<file path="src/rtl/adc_out_framer_pkg.sv">
package adc_out_framer_pkg;
  typedef struct packed {
    logic load;     // start of word: reload shifter
    logic capture;  // accept inData this cycle
    logic shift;    // bit boundary: advance shifter
    logic dataEn;   // current bit period carries a data bit
    logic frameEn;  // frame-sync level
    logic clkHigh;  // bit clock level
  } ctlStrobe_t;
endpackage

</file>
<file path="src/rtl/adc_out_framer_ctrl.sv">
module adc_out_framer_ctrl
  import adc_out_framer_pkg::*;
#(
  parameter int WORD_W    = 16,
  parameter int WORD_CLKS = 64,
  parameter int DIV       = 3
) (
  input  logic       clk,
  input  logic       rstN,
  input  logic       syncIn,
  input  logic       inValid,
  output logic       inReady,
  output ctlStrobe_t ctl
);
  localparam int BITS   = WORD_CLKS / DIV;
  localparam int WCW    = $clog2(WORD_CLKS);
  localparam int BCW    = $clog2(BITS + 1);
  localparam int DCW    = $clog2(DIV);
  localparam int ACTIVE = BITS * DIV;

  logic [WCW-1:0] wordCnt;
  logic [DCW-1:0] divCnt;
  logic [BCW-1:0] bitCnt;
  logic           lastCyc;
  logic           active;

  assign lastCyc = (wordCnt == WCW'(WORD_CLKS - 1));
  assign active  = (int'(wordCnt) < ACTIVE);
  assign inReady = lastCyc;

  always_comb begin
    ctl         = '0;
    ctl.load    = lastCyc || syncIn;
    ctl.capture = lastCyc && inValid;
    ctl.shift   = !ctl.load && (divCnt == DCW'(DIV - 1));
    ctl.dataEn  = active && (int'(bitCnt) < WORD_W);
    ctl.frameEn = active && (bitCnt == '0);
    ctl.clkHigh = active && (divCnt != '0);
  end

  always_ff @(posedge clk) begin
    if (!rstN) begin
      wordCnt <= '0;
      divCnt  <= '0;
      bitCnt  <= '0;
    end else if (ctl.load) begin
      wordCnt <= '0;
      divCnt  <= '0;
      bitCnt  <= '0;
    end else begin
      wordCnt <= wordCnt + 1'b1;
      if (divCnt == DCW'(DIV - 1)) begin
        divCnt <= '0;
        bitCnt <= bitCnt + 1'b1;
      end else begin
        divCnt <= divCnt + 1'b1;
      end
    end
  end

  initial begin
    if (WORD_W > BITS) $error("word width exceeds bit periods per word");
  end
endmodule

</file>
<file path="src/rtl/adc_out_framer_dp.sv">
module adc_out_framer_dp
  import adc_out_framer_pkg::*;
#(
  parameter int WORD_W = 16
) (
  input  logic              clk,
  input  logic              rstN,
  input  ctlStrobe_t        ctl,
  input  logic [WORD_W-1:0] inData,
  output logic              sdo,
  output logic              sdoN
);
  logic [WORD_W-1:0] heldWord;
  logic [WORD_W-1:0] shiftReg;

  always_ff @(posedge clk) begin
    if (!rstN) begin
      heldWord <= '0;
      shiftReg <= '0;
    end else begin
      if (ctl.capture) heldWord <= inData;
      if (ctl.load) shiftReg <= ctl.capture ? inData : heldWord;
      else if (ctl.shift) shiftReg <= {shiftReg[WORD_W-2:0], 1'b0};
    end
  end

  assign sdo  = ctl.dataEn & shiftReg[WORD_W-1];
  assign sdoN = ~sdo;
endmodule

</file>
<file path="src/rtl/adc_out_framer.sv">
module adc_out_framer
  import adc_out_framer_pkg::*;
#(
  parameter int WORD_W    = 16,
  parameter int WORD_CLKS = 64,
  parameter int DIV       = 3
) (
  input  logic              clk,
  input  logic              rstN,
  input  logic              syncIn,
  input  logic [WORD_W-1:0] inData,
  input  logic              inValid,
  output logic              inReady,
  output logic              bitClk,
  output logic              bitClkN,
  output logic              sdo,
  output logic              sdoN,
  output logic              frameSync
);
  ctlStrobe_t ctl;

  adc_out_framer_ctrl #(.WORD_W(WORD_W), .WORD_CLKS(WORD_CLKS), .DIV(DIV)) ctrl_i (
    .clk(clk), .rstN(rstN), .syncIn(syncIn), .inValid(inValid),
    .inReady(inReady), .ctl(ctl)
  );

  adc_out_framer_dp #(.WORD_W(WORD_W)) dp_i (
    .clk(clk), .rstN(rstN), .ctl(ctl), .inData(inData),
    .sdo(sdo), .sdoN(sdoN)
  );

  assign bitClk    = ctl.clkHigh;
  assign bitClkN   = ~ctl.clkHigh;
  assign frameSync = ctl.frameEn;
endmodule

</file>
<file path="config.mk">
export PLATFORM = sky130hd
export DESIGN_NAME = adc_out_framer
export DESIGN_NICKNAME = d
export VERILOG_FILES = /design/src/rtl/adc_out_framer_pkg.sv /design/src/rtl/adc_out_framer_ctrl.sv /design/src/rtl/adc_out_framer_dp.sv /design/src/rtl/adc_out_framer.sv
export SDC_FILE = /design/constraint.sdc
export NUM_CORES = 1
export LEC_CHECK = 0
export BUFFER_PORTS_ARGS = -buffer_cell sky130_fd_sc_hd__buf_2
export CAP_MARGIN = 20
export CORE_MARGIN = 2
export CORE_UTILIZATION = 55
export DETAILED_ROUTE_END_ITERATION = 10
export PLACE_DENSITY = 0.73
export SYNTH_ARGS = -nofsm -noshare
export SYNTH_HDL_FRONTEND = slang
export SYNTH_SLANG_ARGS = --single-unit
</file>
<file path="constraint.sdc">
create_clock -name clk -period 2.1 [get_ports clk]
set_clock_uncertainty 0.2 [all_clocks]
set_input_delay 0.105 -clock clk [delete_from_list [all_inputs] [get_ports clk]]
set_output_delay 0.105 -clock clk [all_outputs]
set_load 0.05 [all_outputs]
</file>
==> reports/summary.txt, run 1 <==
=================================================================================================================
Status                                                                                               finished clean
Number of sinks handled by clock tree synthesis                                                                45
Kind of path behind the tightest hold check                                                          input pin to flop
Clock tree from TritonCTS                                                                                   built
Die extent in x                                                                                           61.4 um
Post-Synthesis Net Count                                                                                      196
Standard cell core area                                                                                3100 sq um
Aggregate global-route resource usage                                                                       0.208
Crit path arrival time                                                                                    1.71 ns
Final std cell area, no fill                                                                           2310 sq um
CP startpoint kind                                                                                           flop
Max transition margin                                                                                       0.567
Max Clk Rate                                                                                              497 MHz
P_leak                                                                                                   0.971 nW
Antenna Cells                                                                                                   0
Transition time at the pin with the least slew margin                                                    0.649 ns
Required time at the worst-slack endpoint                                                                 1.79 ns
Final Max Tran Viols                                                                                            0
Worst path top cell family by delay                                                                  simple AND/OR/NAND/NOR gates
H-tree levels                                                                                                   2
Xor-xnor portion of the synthesized cell area                                                              0.0387
Final antenna-violating net count                                                                               0
Number of cells produced by synthesis                                                                         171
Total of flip-flops plus latches after synthesis                                                               45
Count of buffers inserted at the top-level ports                                                               25
Portion of netlist area occupied by mux cells                                                               0.177
Period Utilization, post-route                                                                              0.959
Switching power                                                                                          0.345 mW
Post-placement cell area                                                                               2000 sq um
Synthesized area divided by synthesized cell count                                                     10.6 sq um
Die ar.                                                                                                3770 sq um
Clock tree root buffer cell                                                                          sky130_fd_sc_hd__clkbuf_4
Flop pwr share                                                                                              0.568
Synthesis-to-finish area growth                                                                             27.7%
Worst voltage drop across the vdd grid                                                                   0.467 mV
Overflow after GRT                                                                                              0
Global-route wire length before repair                                                                    5580 um
RSZ-0062 raised after global routing                                                                        false
Fraction of layout instances using a drive strength above 1                                                 0.226
Total detailed-routing wirelength                                                                         3480 um
Highest net fanout along the worst path                                                                         3
Compound-gate portion of the synthesized area                                                              0.0663
Number of global-route vias before repair                                                                   1,330
Count of synthesis-stage warnings from yosys                                                                    0
Switching fraction of total power                                                                           0.228
Routability-driven placement congestion ratio                                                               0.788
Post-layout utilization of the core                                                                         0.745
Hpwl dp                                                                                                   2240 um
Combined buffer and inverter count along the critical path                                                      2
Die Ht                                                                                                    61.4 um
Distinct cell type count after synthesis                                                                       25
Worst path slowest cell                                                                              sky130_fd_sc_hd__dfxtp_1
Cell area after technology mapping                                                                     1810 sq um
Average vias per placed instance                                                                             5.14
Simple logic cell fraction of the synthesized area                                                          0.145
Final hold violations                                                                                           0
I/O pin count                                                                                                  26
Drt drc                                                                                                         0
Ordered cell list for the critical path                                                              ha_2, nand3_2, nor2_4, buf_4, nor2_1, nand2_1, buf_2
Arithmetic-cell share of the synthesized area counting full adders, half adders and majority gates         0.0346
Number of fill cells in the layout                                                                            242
Average wire per cell in the routed design                                                                13.1 um
Final period demand of the worst path                                                                     2.01 ns
Total power density per cell area                                                                     655 nW/um^2
Worst Setup Path Type                                                                                flop to output port
Maxcap violations                                                                                               0
Starting Density                                                                                            0.583
Clock insertion delay at the later pin of the skew report                                                 0.37 ns
Logic gate share of total power                                                                             0.076
Largest buffer count on any clock path                                                                          2
Proportion of synthesized chip area in sequential cells                                                     0.498
Layout Nets                                                                                                   245
Cell-internal power                                                                                       1.17 mW
Std cell rows                                                                                                  20
Delay of the slowest cell on the worst path                                                               0.37 ns
Largest family of logic cells by synthesized area                                                    multiplexers
Pin count of the biggest net entering global routing                                                           23
Iteration count of the initial detailed-routing pass                                                            4
Via count of the routed design                                                                              1,362
Number of setup violations in the final report                                                                  0
First DRT Iteration DRCs                                                                                       52
Number of buffers added by the clock tree synthesis step                                                        5
Clock transition at the registers of the reported paths                                                   0.14 ns
Crit path capture type                                                                                output port
Share of power burned in the clock network                                                                  0.356
Antenna violations before repair                                                                                0
=================================================================================================================
==> power by group through the flow <==
stage               Sequential [mW]  Combinational [mW]  Clock [mW]
floorplan                     0.879              0.0536           0
global placement              0.879              0.0825           0
detailed placement            0.879              0.0852           0
CTS                           0.860               0.113       0.553
global route                  0.862               0.125       0.581
finish                        0.861               0.115       0.540
==> kinds of logic after synthesis <==
logic type / count (synthesis)
DFF: 45
adders and majority gates: 5
and+or+nand+nor: 47
buffers and inverters: 16
AOI/OAI and AO/OA: 18
xor gates and xnor gates: 8
muxes: 32
==> per-stage QoR <==
| stage | hold slack (ns) | cells | setup TNS, ns | total power [mW] | worst slack [ns] |
|---|---|---|---|---|---|
| after floorplan | 0.0906 | 171 | 0 | 0.932 | 0.139 |
| after global placement | 0.190 | 238 | 0 | 0.961 | 0.0700 |
| after detailed placement | 0.196 | 238 | -0.390 | 0.964 | -0.0579 |
| after CTS | 0.166 | 264 | 0 | 1.53 | 0.00486 |
| after global routing | 0.165 | 265 | 0 | 1.57 | 0.00881 |
| final | 0.146 | 265 | 0 | 1.52 | 0.0862 |
==> routing by layer <==
layer | vias up | share of wire | wire [um] | track usage
li1 | 682 | - | - | -
met1 | 635 | 0.44 | 1530 | 0.242
met2 | 39 | 0.50 | 1740 | 0.353
met3 | 6 | 0.042 | 147 | 0.0693
met4 | 0 | 0.018 | 61 | 0.0821
met5 | - | 0 | 0 | 0
==> worst register-to-register path, cell delays in order, from the launching register on <==
cell and delay, ns:
sky130_fd_sc_hd__dfxtp_2 0.35, sky130_fd_sc_hd__ha_2 0.19, sky130_fd_sc_hd__buf_4 0.14, sky130_fd_sc_hd__and3_4 0.19
sky130_fd_sc_hd__nand4_4 0.07, sky130_fd_sc_hd__buf_12 0.18, sky130_fd_sc_hd__mux2i_1 0.29, sky130_fd_sc_hd__o22ai_1 0.13
==> path summary, 6_finish.rpt <==
kind                           from          endpoint  slack, ns  cells after the start
setup / recovery  ctrl_i.wordCnt[1]              sdoN       0.09                      7
hold / removal              inValid  dp_i.heldWord[1]       0.15                      5
setup reg to reg  ctrl_i.wordCnt[0]  dp_i.shiftReg[2]       0.26                      7
hold reg to reg    ctrl_i.divCnt[0]  ctrl_i.divCnt[0]       0.22                      1
==> flip-flops by register name (all words and copies together), names as in the netlist <==
register / cells
dp_i.heldWord: 16
ctrl_i.divCnt: 2
dp_i.shiftReg: 16
ctrl_i.wordCnt: 6
ctrl_i.bitCnt: 5
==> final cells by class <==
type,instances,area [sq um],area share
Multi-Input combinational cell,110,852,0.369
Timing Repair Buffer,51,393,0.170
Clock buffer,5,37.5,0.0162
Tap cell,44,55.1,0.0238
Clock inverter,3,46.3,0.0200
Sequential cell,45,902,0.390
Inverter,7,26.3,0.0114
==> synthesized netlist by cell type (all sizes together) <==
cell type / count / share of area
nand4: 3 / 0.019
nand2: 4 / 0.0083
xnor2: 4 / 0.019
mux2i: 32 / 0.18
o22ai: 15 / 0.052
o2bb2ai: 1 / 0.0048
and2: 2 / 0.0069
ha: 5 / 0.035
xor2: 4 / 0.019
nor2b: 16 / 0.055
o211ai: 1 / 0.0069
dfxtp: 45 / 0.50
nor2: 16 / 0.035
nand3: 2 / 0.0055
inv: 7 / 0.015
o21ai: 1 / 0.0028
clkbuf: 3 / 0.0062
buf: 6 / 0.020
nor3: 1 / 0.0028
and3: 2 / 0.0097
or2: 1 / 0.0035
==> what timing repair did <==
item,4_1_cts,5_1_grt
pin swaps,0,1
buffers inserted,0,1
endpoints found under the setup margin,10,17
resized for setup,5,4
hold buffers,18,0
hold endpoints to repair,32,0
==> placed cells by master (no fill, tap or decap), types with 2 or more instances in the layout <==
cell	synthesis	layout
sky130_fd_sc_hd__dlygate4sd3_1	0	18
sky130_fd_sc_hd__buf_4	0	8
sky130_fd_sc_hd__clkbuf_4	0	5
sky130_fd_sc_hd__inv_1	7	7
sky130_fd_sc_hd__ha_1	5	4
sky130_fd_sc_hd__xnor2_1	4	4
sky130_fd_sc_hd__nand2_1	4	4
sky130_fd_sc_hd__xor2_1	4	4
sky130_fd_sc_hd__nor2b_1	16	16
sky130_fd_sc_hd__buf_6	1	2
sky130_fd_sc_hd__nand4_1	2	2
sky130_fd_sc_hd__buf_2	5	22
sky130_fd_sc_hd__dfxtp_1	45	44
sky130_fd_sc_hd__o22ai_1	15	15
sky130_fd_sc_hd__nor2_1	15	15
sky130_fd_sc_hd__and2_1	2	2
sky130_fd_sc_hd__mux2i_1	32	32
Power figures use the tool's default switching activity.
==> inputs of run 2 (changes only) <==
==> constraint.sdc (replaced) <==
create_clock -name clk -period 2.1 [get_ports clk]
set_clock_uncertainty 0.2 [all_clocks]
set_input_delay 0.42 -clock clk [delete_from_list [all_inputs] [get_ports clk]]
set_output_delay 0.42 -clock clk [all_outputs]
set_load 0.05 [all_outputs]
==> reports/summary.txt, run 2 (same netlist as run 1, synthesis figures left out) <==
============================================================================
Worst voltage drop across the vdd grid                              0.560 mV   +20%
Average wire per cell in the routed design                           13.1 um   about the same
Share of power burned in the clock network                             0.343   -0.013
Overall power                                                        1.46 mW   -3.7%
Final period demand of the worst path                                2.10 ns   +0.0825 ns
Standard cell core area                                           3100 sq um   unchanged
Average vias per placed instance                                        5.18   +0.83%
Logic gate share of total power                                        0.067   -0.009
Final hold violations                                                      0   unchanged
Crit path arrival time                                               1.48 ns   -0.23 ns
RSZ-0062 raised after global routing                                    true
Number of buffers added by the clock tree synthesis step                   5   unchanged
Via count of the routed design                                         1,280   -6.0%
Number of global-route vias before repair                              1,223   -8.0%
Switching power                                                     0.314 mW   -9.0%
Number of sinks handled by clock tree synthesis                           45   unchanged
I/O pin count                                                             26   unchanged
Clock insertion delay at the later pin of the skew report            0.35 ns   -0.02 ns
Die ar.                                                           3770 sq um   unchanged
Launch instance of the worst min-delay path                        inData[5]
Layout Nets                                                              228   -6.9%
Flop pwr share                                                         0.590   +0.022
Kind of path behind the tightest hold check                     input pin to flop
Clock tree root buffer cell                                     sky130_fd_sc_hd__clkbuf_4
Switching fraction of total power                                      0.215   -0.0127
CP startpoint kind                                                      flop
Max Clk Rate                                                         477 MHz   -3.9%
Period Utilization, post-route                                         0.998   +0.0393
Iteration count of the initial detailed-routing pass                       4   unchanged
Clock tree from TritonCTS                                              built
Std cell rows                                                             20   unchanged
H-tree levels                                                              2   unchanged
Antenna violations before repair                                           0   unchanged
Starting Density                                                       0.583   unchanged
Required time at the worst-slack endpoint                            1.48 ns   -0.31 ns
Status                                                          finished clean
Drt drc                                                                    0   unchanged
Maxcap violations                                                          0   unchanged
Slack of the worst reg-to-reg path                                   0.12 ns   -0.14 ns
Number of setup violations in the final report                             0   unchanged
Transition time at the pin with the least slew margin               0.510 ns   -0.139 ns
Hpwl dp                                                              2230 um   -0.33%
Aggregate global-route resource usage                                  0.198   -0.00961
Worst Setup Path Type                                           flop to output port
Final Max Tran Viols                                                       0   unchanged
Antenna Cells                                                              0   unchanged
P_leak                                                              0.887 nW   -8.6%
Registers with the highest flip-flop counts                     dp_i.heldWord x16, dp_i.shiftReg x16, ctrl_i.wordCnt x6
FF-to-FF End                                                    dp_i.shiftReg[2]
Overflow after GRT                                                         0   unchanged
Max transition margin                                                  0.657   +0.0905
Routability-driven placement congestion ratio                          0.736   -6.6%
Count of buffers inserted at the top-level ports                          25   unchanged
Global-route wire length before repair                               5400 um   -3.2%
Die Ht                                                               61.4 um   unchanged
Most common library cell in the layout ignoring fill and taps   sky130_fd_sc_hd__dfxtp_1
Origin of the critical flop-to-flop path                        ctrl_i.wordCnt[1]
Commonest cells after routing, fill and taps aside              40 x sky130_fd_sc_hd__dfxtp_1, 32 x sky130_fd_sc_hd__mux2i_1, 20 x sky130_fd_sc_hd__buf_2, 16 x sky130_fd_sc_hd__nor2b_1, 15 x sky130_fd_sc_hd__o22ai_1
Synthesis-to-finish area growth                                        19.3%
Highest net fanout along the worst path                                    4   +1
First DRT Iteration DRCs                                                  65   +25%
Total detailed-routing wirelength                                    3240 um   -6.8%
Largest buffer count on any clock path                                     2   unchanged
Cell-internal power                                                  1.15 mW   -2.1%
Crit path capture type                                           output port
Clock transition at the registers of the reported paths              0.12 ns   -0.02 ns
Depth of the most critical reg-to-reg path                                 6   -1
Final antenna-violating net count                                          0   unchanged
Pin count of the biggest net entering global routing                      23   unchanged
Die extent in x                                                      61.4 um   unchanged
Post-layout utilization of the core                                    0.696   -0.0492
Fraction of layout instances using a drive strength above 1            0.271   +0.0447
Hold Path Cell Cnt                                                         3   -2
Worst Hold Path EP                                              dp_i.heldWord[5]
Total power density per cell area                                676 nW/um^2   +3.1%
============================================================================
-- run 2: cell types whose count changed in the layout (fill, tap and decap cells not counted), sizes merged --
cell / delta
inv: -1
buf: +1
dlygate4sd3: -18
-- run 2: worst max-delay path by stage --
stage / startpoint / end / slack [ns] / cells after the start
after detailed placement: ctrl_i.wordCnt[0] / dp_i.shiftReg[9] / 0.001 / 5
final: ctrl_i.wordCnt[0] / frameSync / 0.004 / 6
after CTS: ctrl_i.wordCnt[0] / frameSync / -0.03 / 6
after floorplan: ctrl_i.wordCnt[1] / bitClk / 0.0002 / 5
after global routing: ctrl_i.wordCnt[1] / bitClk / -0.06 / 6
after global placement: ctrl_i.wordCnt[0] / dp_i.shiftReg[12] / 0.14 / 5
-- run 2: worst max-delay path: stages, from the launching register on --
cell	delay, ns
sky130_fd_sc_hd__dfxtp_2	0.36
sky130_fd_sc_hd__ha_4	0.16
sky130_fd_sc_hd__nand3_4	0.09
sky130_fd_sc_hd__nor2_4	0.05
sky130_fd_sc_hd__nor2_2	0.13
sky130_fd_sc_hd__and3_1	0.19
sky130_fd_sc_hd__buf_6	0.16
-- run 2: power by group through the flow --
stage	clock, mW	sequential (mW)	combinational (mW)
6_report	0.501	0.861	0.0973
5_1_grt	0.565	0.862	0.106
4_1_cts	0.514	0.861	0.0966
3_5_place_dp	0	0.881	0.0884
3_3_place_gp	0	0.880	0.0861
2_1_floorplan	0	0.880	0.0568
-- run 2: timing repair --
item / in CTS / in global routing
hold buffers: 0 / 0
gates resized for setup: 11 / 4
pin swaps: 2 / 3
endpoints found under the setup margin: 5 / 7
buffers inserted: 3 / 1
-- run 2: area by class of cell --
type                    instances  area, sq um
multi-input cells             110          871
fillers                       252          943
well taps                      44         55.1
clock inverters                 2         35.0
inverters                       7         30.0
repair buffers                 34          224
clock buffers                   5         37.5
flip-flops and latches         45          907
-- run 2: routing by layer --
metal / global-route usage / part of all wire / vias to the layer above / routed length (um)
li1: - / - / 646 / -
met5: 0 / 0 / - / 0
met4: 0.0638 / 0.013 / 0 / 42
met1: 0.248 / 0.44 / 597 / 1430
met2: 0.319 / 0.49 / 31 / 1590
met3: 0.0714 / 0.053 / 6 / 170
-- run 2: per-stage QoR --
| step | TNS (ns) | setup slack, ns | area, sq um | hold slack [ns] | instances |
|---|---|---|---|---|---|
| 2_1_floorplan | 0 | 0.000228 | 1840 | 0.197 | 171 |
| 5_1_grt | -0.195 | -0.0622 | 2160 | 0.129 | 247 |
| 3_5_place_dp | 0 | 0.00130 | 2000 | 0.223 | 235 |
| 3_3_place_gp | 0 | 0.141 | 2000 | 0.209 | 235 |
| 6_report | 0 | 0.00363 | 2160 | 0.142 | 247 |
| 4_1_cts | -0.0939 | -0.0343 | 2140 | 0.137 | 245 |
==> inputs of run 3 (changes only) <==
Settings changed: RECOVER_POWER set to 100.
==> reports/summary.txt, run 3 (same netlist as run 1, synthesis figures left out) <==
============================================================================
Pin count of the biggest net entering global routing                      23   unchanged
Std cell rows                                                             20   unchanged
First DRT Iteration DRCs                                                  45   -31%
Launch instance of the worst min-delay path                        inData[5]
Iteration count of the initial detailed-routing pass                       4   unchanged
Die extent in x                                                      61.4 um   unchanged
Final period demand of the worst path                                2.10 ns   +0.00245 ns
Total power density per cell area                                680 nW/um^2   +0.54%
Number of global-route vias before repair                              1,223   unchanged
Overflow after GRT                                                         0   unchanged
Hpwl dp                                                              2230 um   unchanged
Clock insertion delay at the later pin of the skew report            0.36 ns   about the same
Number of fill cells in the layout                                       254   +0.79%
Average vias per placed instance                                        5.17   -0.16%
Standard cell core area                                           3100 sq um   unchanged
Overall power                                                        1.46 mW   +0.19%
Delay of the slowest cell on the worst path                          0.36 ns   about the same
Via count of the routed design                                         1,278   -0.16%
Maxcap violations                                                          0   unchanged
Count of buffers inserted at the top-level ports                          25   unchanged
CP startpoint kind                                                      flop
Registers with the highest flip-flop counts                     dp_i.heldWord x16, dp_i.shiftReg x16, ctrl_i.wordCnt x6
Final std cell area, no fill                                      2150 sq um   -0.35%
Ordered cell list for the critical path                         ha_4, nand3_4, nor2_4, nor2_2, and3_1, buf_6
Origin of the critical flop-to-flop path                        ctrl_i.wordCnt[1]
Antenna Cells                                                              0   unchanged
Met3 GRT Util                                                         0.0714   unchanged
Crit path arrival time                                               1.48 ns   about the same
Max Clk Rate                                                         476 MHz   -0.12%
Period Utilization, post-route                                         0.999   +0.00117
Required time at the worst-slack endpoint                            1.48 ns   about the same
Kind of path behind the tightest hold check                     input pin to flop
Area of the multi-input gates                                      866 sq um   -0.57%
Aggregate global-route resource usage                                  0.198   unchanged
Total detailed-routing wirelength                                    3260 um   +0.68%
Worst voltage drop across the vdd grid                              0.560 mV   about the same
Met2 track demand over resource in global routing                      0.319   unchanged
Number of setup violations in the final report                             0   unchanged
Post-placement cell area                                          2000 sq um   unchanged
Number of buffers added by the clock tree synthesis step                   5   unchanged
Drt drc                                                                    0   unchanged
Global-route wire length before repair                               5400 um   unchanged
Clock transition at the registers of the reported paths              0.13 ns   about the same
Depth of the most critical reg-to-reg path                                 7   +1
Die ar.                                                           3770 sq um   unchanged
P_leak                                                              0.882 nW   -0.52%
RSZ-0062 raised after global routing                                    true
Register Area                                                      907 sq um   unchanged
H-tree levels                                                              2   unchanged
Antenna violations before repair                                           0   unchanged
Fraction of layout instances using a drive strength above 1            0.266   -0.00493
Final Max Tran Viols                                                       0   unchanged
Number of sinks handled by clock tree synthesis                           45   unchanged
M1 GR Usage                                                            0.248   unchanged
Starting Density                                                       0.583   unchanged
GRT busiest layer                                                       met2
Largest buffer count on any clock path                                     2   unchanged
Slack of the worst reg-to-reg path                                   0.10 ns   -0.02 ns
Layout Nets                                                              228   unchanged
Die Ht                                                               61.4 um   unchanged
Crit path capture type                                           output port
Most common library cell in the layout ignoring fill and taps   sky130_fd_sc_hd__dfxtp_1
Hold Path Cell Cnt                                                         3   unchanged
Commonest cells after routing, fill and taps aside              40 x sky130_fd_sc_hd__dfxtp_1, 32 x sky130_fd_sc_hd__mux2i_1, 20 x sky130_fd_sc_hd__buf_2, 16 x sky130_fd_sc_hd__nor2b_1, 15 x sky130_fd_sc_hd__o22ai_1
Clock tree from TritonCTS                                              built
Routability-driven placement congestion ratio                          0.736   unchanged
Worst Setup Path Type                                           flop to output port
Synthesis-to-finish area growth                                        18.9%
Final antenna-violating net count                                          0   unchanged
Status                                                          finished clean
Clock tree root buffer cell                                     sky130_fd_sc_hd__clkbuf_4
Max transition margin                                                  0.651   -0.00691
I/O pin count                                                             26   unchanged
FF-to-FF End                                                    dp_i.shiftReg[12]
Worst path slowest cell                                         sky130_fd_sc_hd__dfxtp_2
Final hold violations                                                      0   unchanged
Average wire per cell in the routed design                           13.2 um   +0.68%
Transition time at the pin with the least slew margin               0.521 ns   +0.0103 ns
Worst Hold Path EP                                              dp_i.heldWord[5]
Highest net fanout along the worst path                                    4   unchanged
============================================================================
[run 3: power by group]
group | total, mW | switching [mW] | leakage, nW | internal (mW)
logic | 0.0962 | 0.0521 | 0.476 | 0.0441
clock network | 0.505 | 0.262 | 0.0410 | 0.243
registers | 0.861 | 0.00345 | 0.365 | 0.858
[run 3: through the flow]
stage | std cells | setup TNS (ns) | utilization | hold WS [ns] | setup slack, ns
4_1_cts | 245 | -0.0939 | 0.689 | 0.137 | -0.0343
3_3_place_gp | 235 | 0 | 0.646 | 0.209 | 0.141
3_5_place_dp | 235 | 0 | 0.646 | 0.223 | 0.00130
5_1_grt | 247 | -0.205 | 0.694 | 0.129 | -0.0622
2_1_floorplan | 171 | 0 | - | 0.197 | 0.000228
6_report | 247 | 0 | 0.694 | 0.135 | 0.00118
[run 3: cell type report]
| cell class | count | area share |
|---|---|---|
| clock buffer | 5 | 0.0174 |
| clock inverter | 2 | 0.0163 |
| inverter | 7 | 0.0140 |
| multi-input combinational | 110 | 0.402 |
| sequential | 45 | 0.422 |
| tap | 44 | 0.0256 |
| timing repair buffer | 34 | 0.103 |
[run 3: worst max path at each step]
stage                      startpoint  cells past startpoint  slack (ns)                 to
floorplan           ctrl_i.wordCnt[1]                      5      0.0002             bitClk
global placement    ctrl_i.wordCnt[0]                      5        0.14  dp_i.shiftReg[12]
detailed placement  ctrl_i.wordCnt[0]                      5       0.001   dp_i.shiftReg[9]
CTS                 ctrl_i.wordCnt[0]                      6       -0.03          frameSync
global route        ctrl_i.wordCnt[1]                      6       -0.06             bitClk
finish              ctrl_i.wordCnt[0]                      6       0.001          frameSync
[run 3: timing repair]
action,CTS,global route
setup endpoints to repair,5,7
gates resized for setup,11,4
setup buffers,3,1
pin swaps,2,3
hold buffers,0,0
hold endpoints to repair,0,0
[run 3: critical path, delay by kind of cell, from the launching register on]
kind / cells / cell delay [ns]
flip-flops: 1 / 0.36
AND/OR/NAND/NOR: 4 / 0.46
adder cells (fa/ha/maj): 1 / 0.16
buffers and inverters: 1 / 0.16
[run 3: per-layer routing]
metal,share of wire,wire (um)
met5,0,0
met4,0.014,46
met3,0.051,166
met2,0.47,1540
met1,0.46,1500
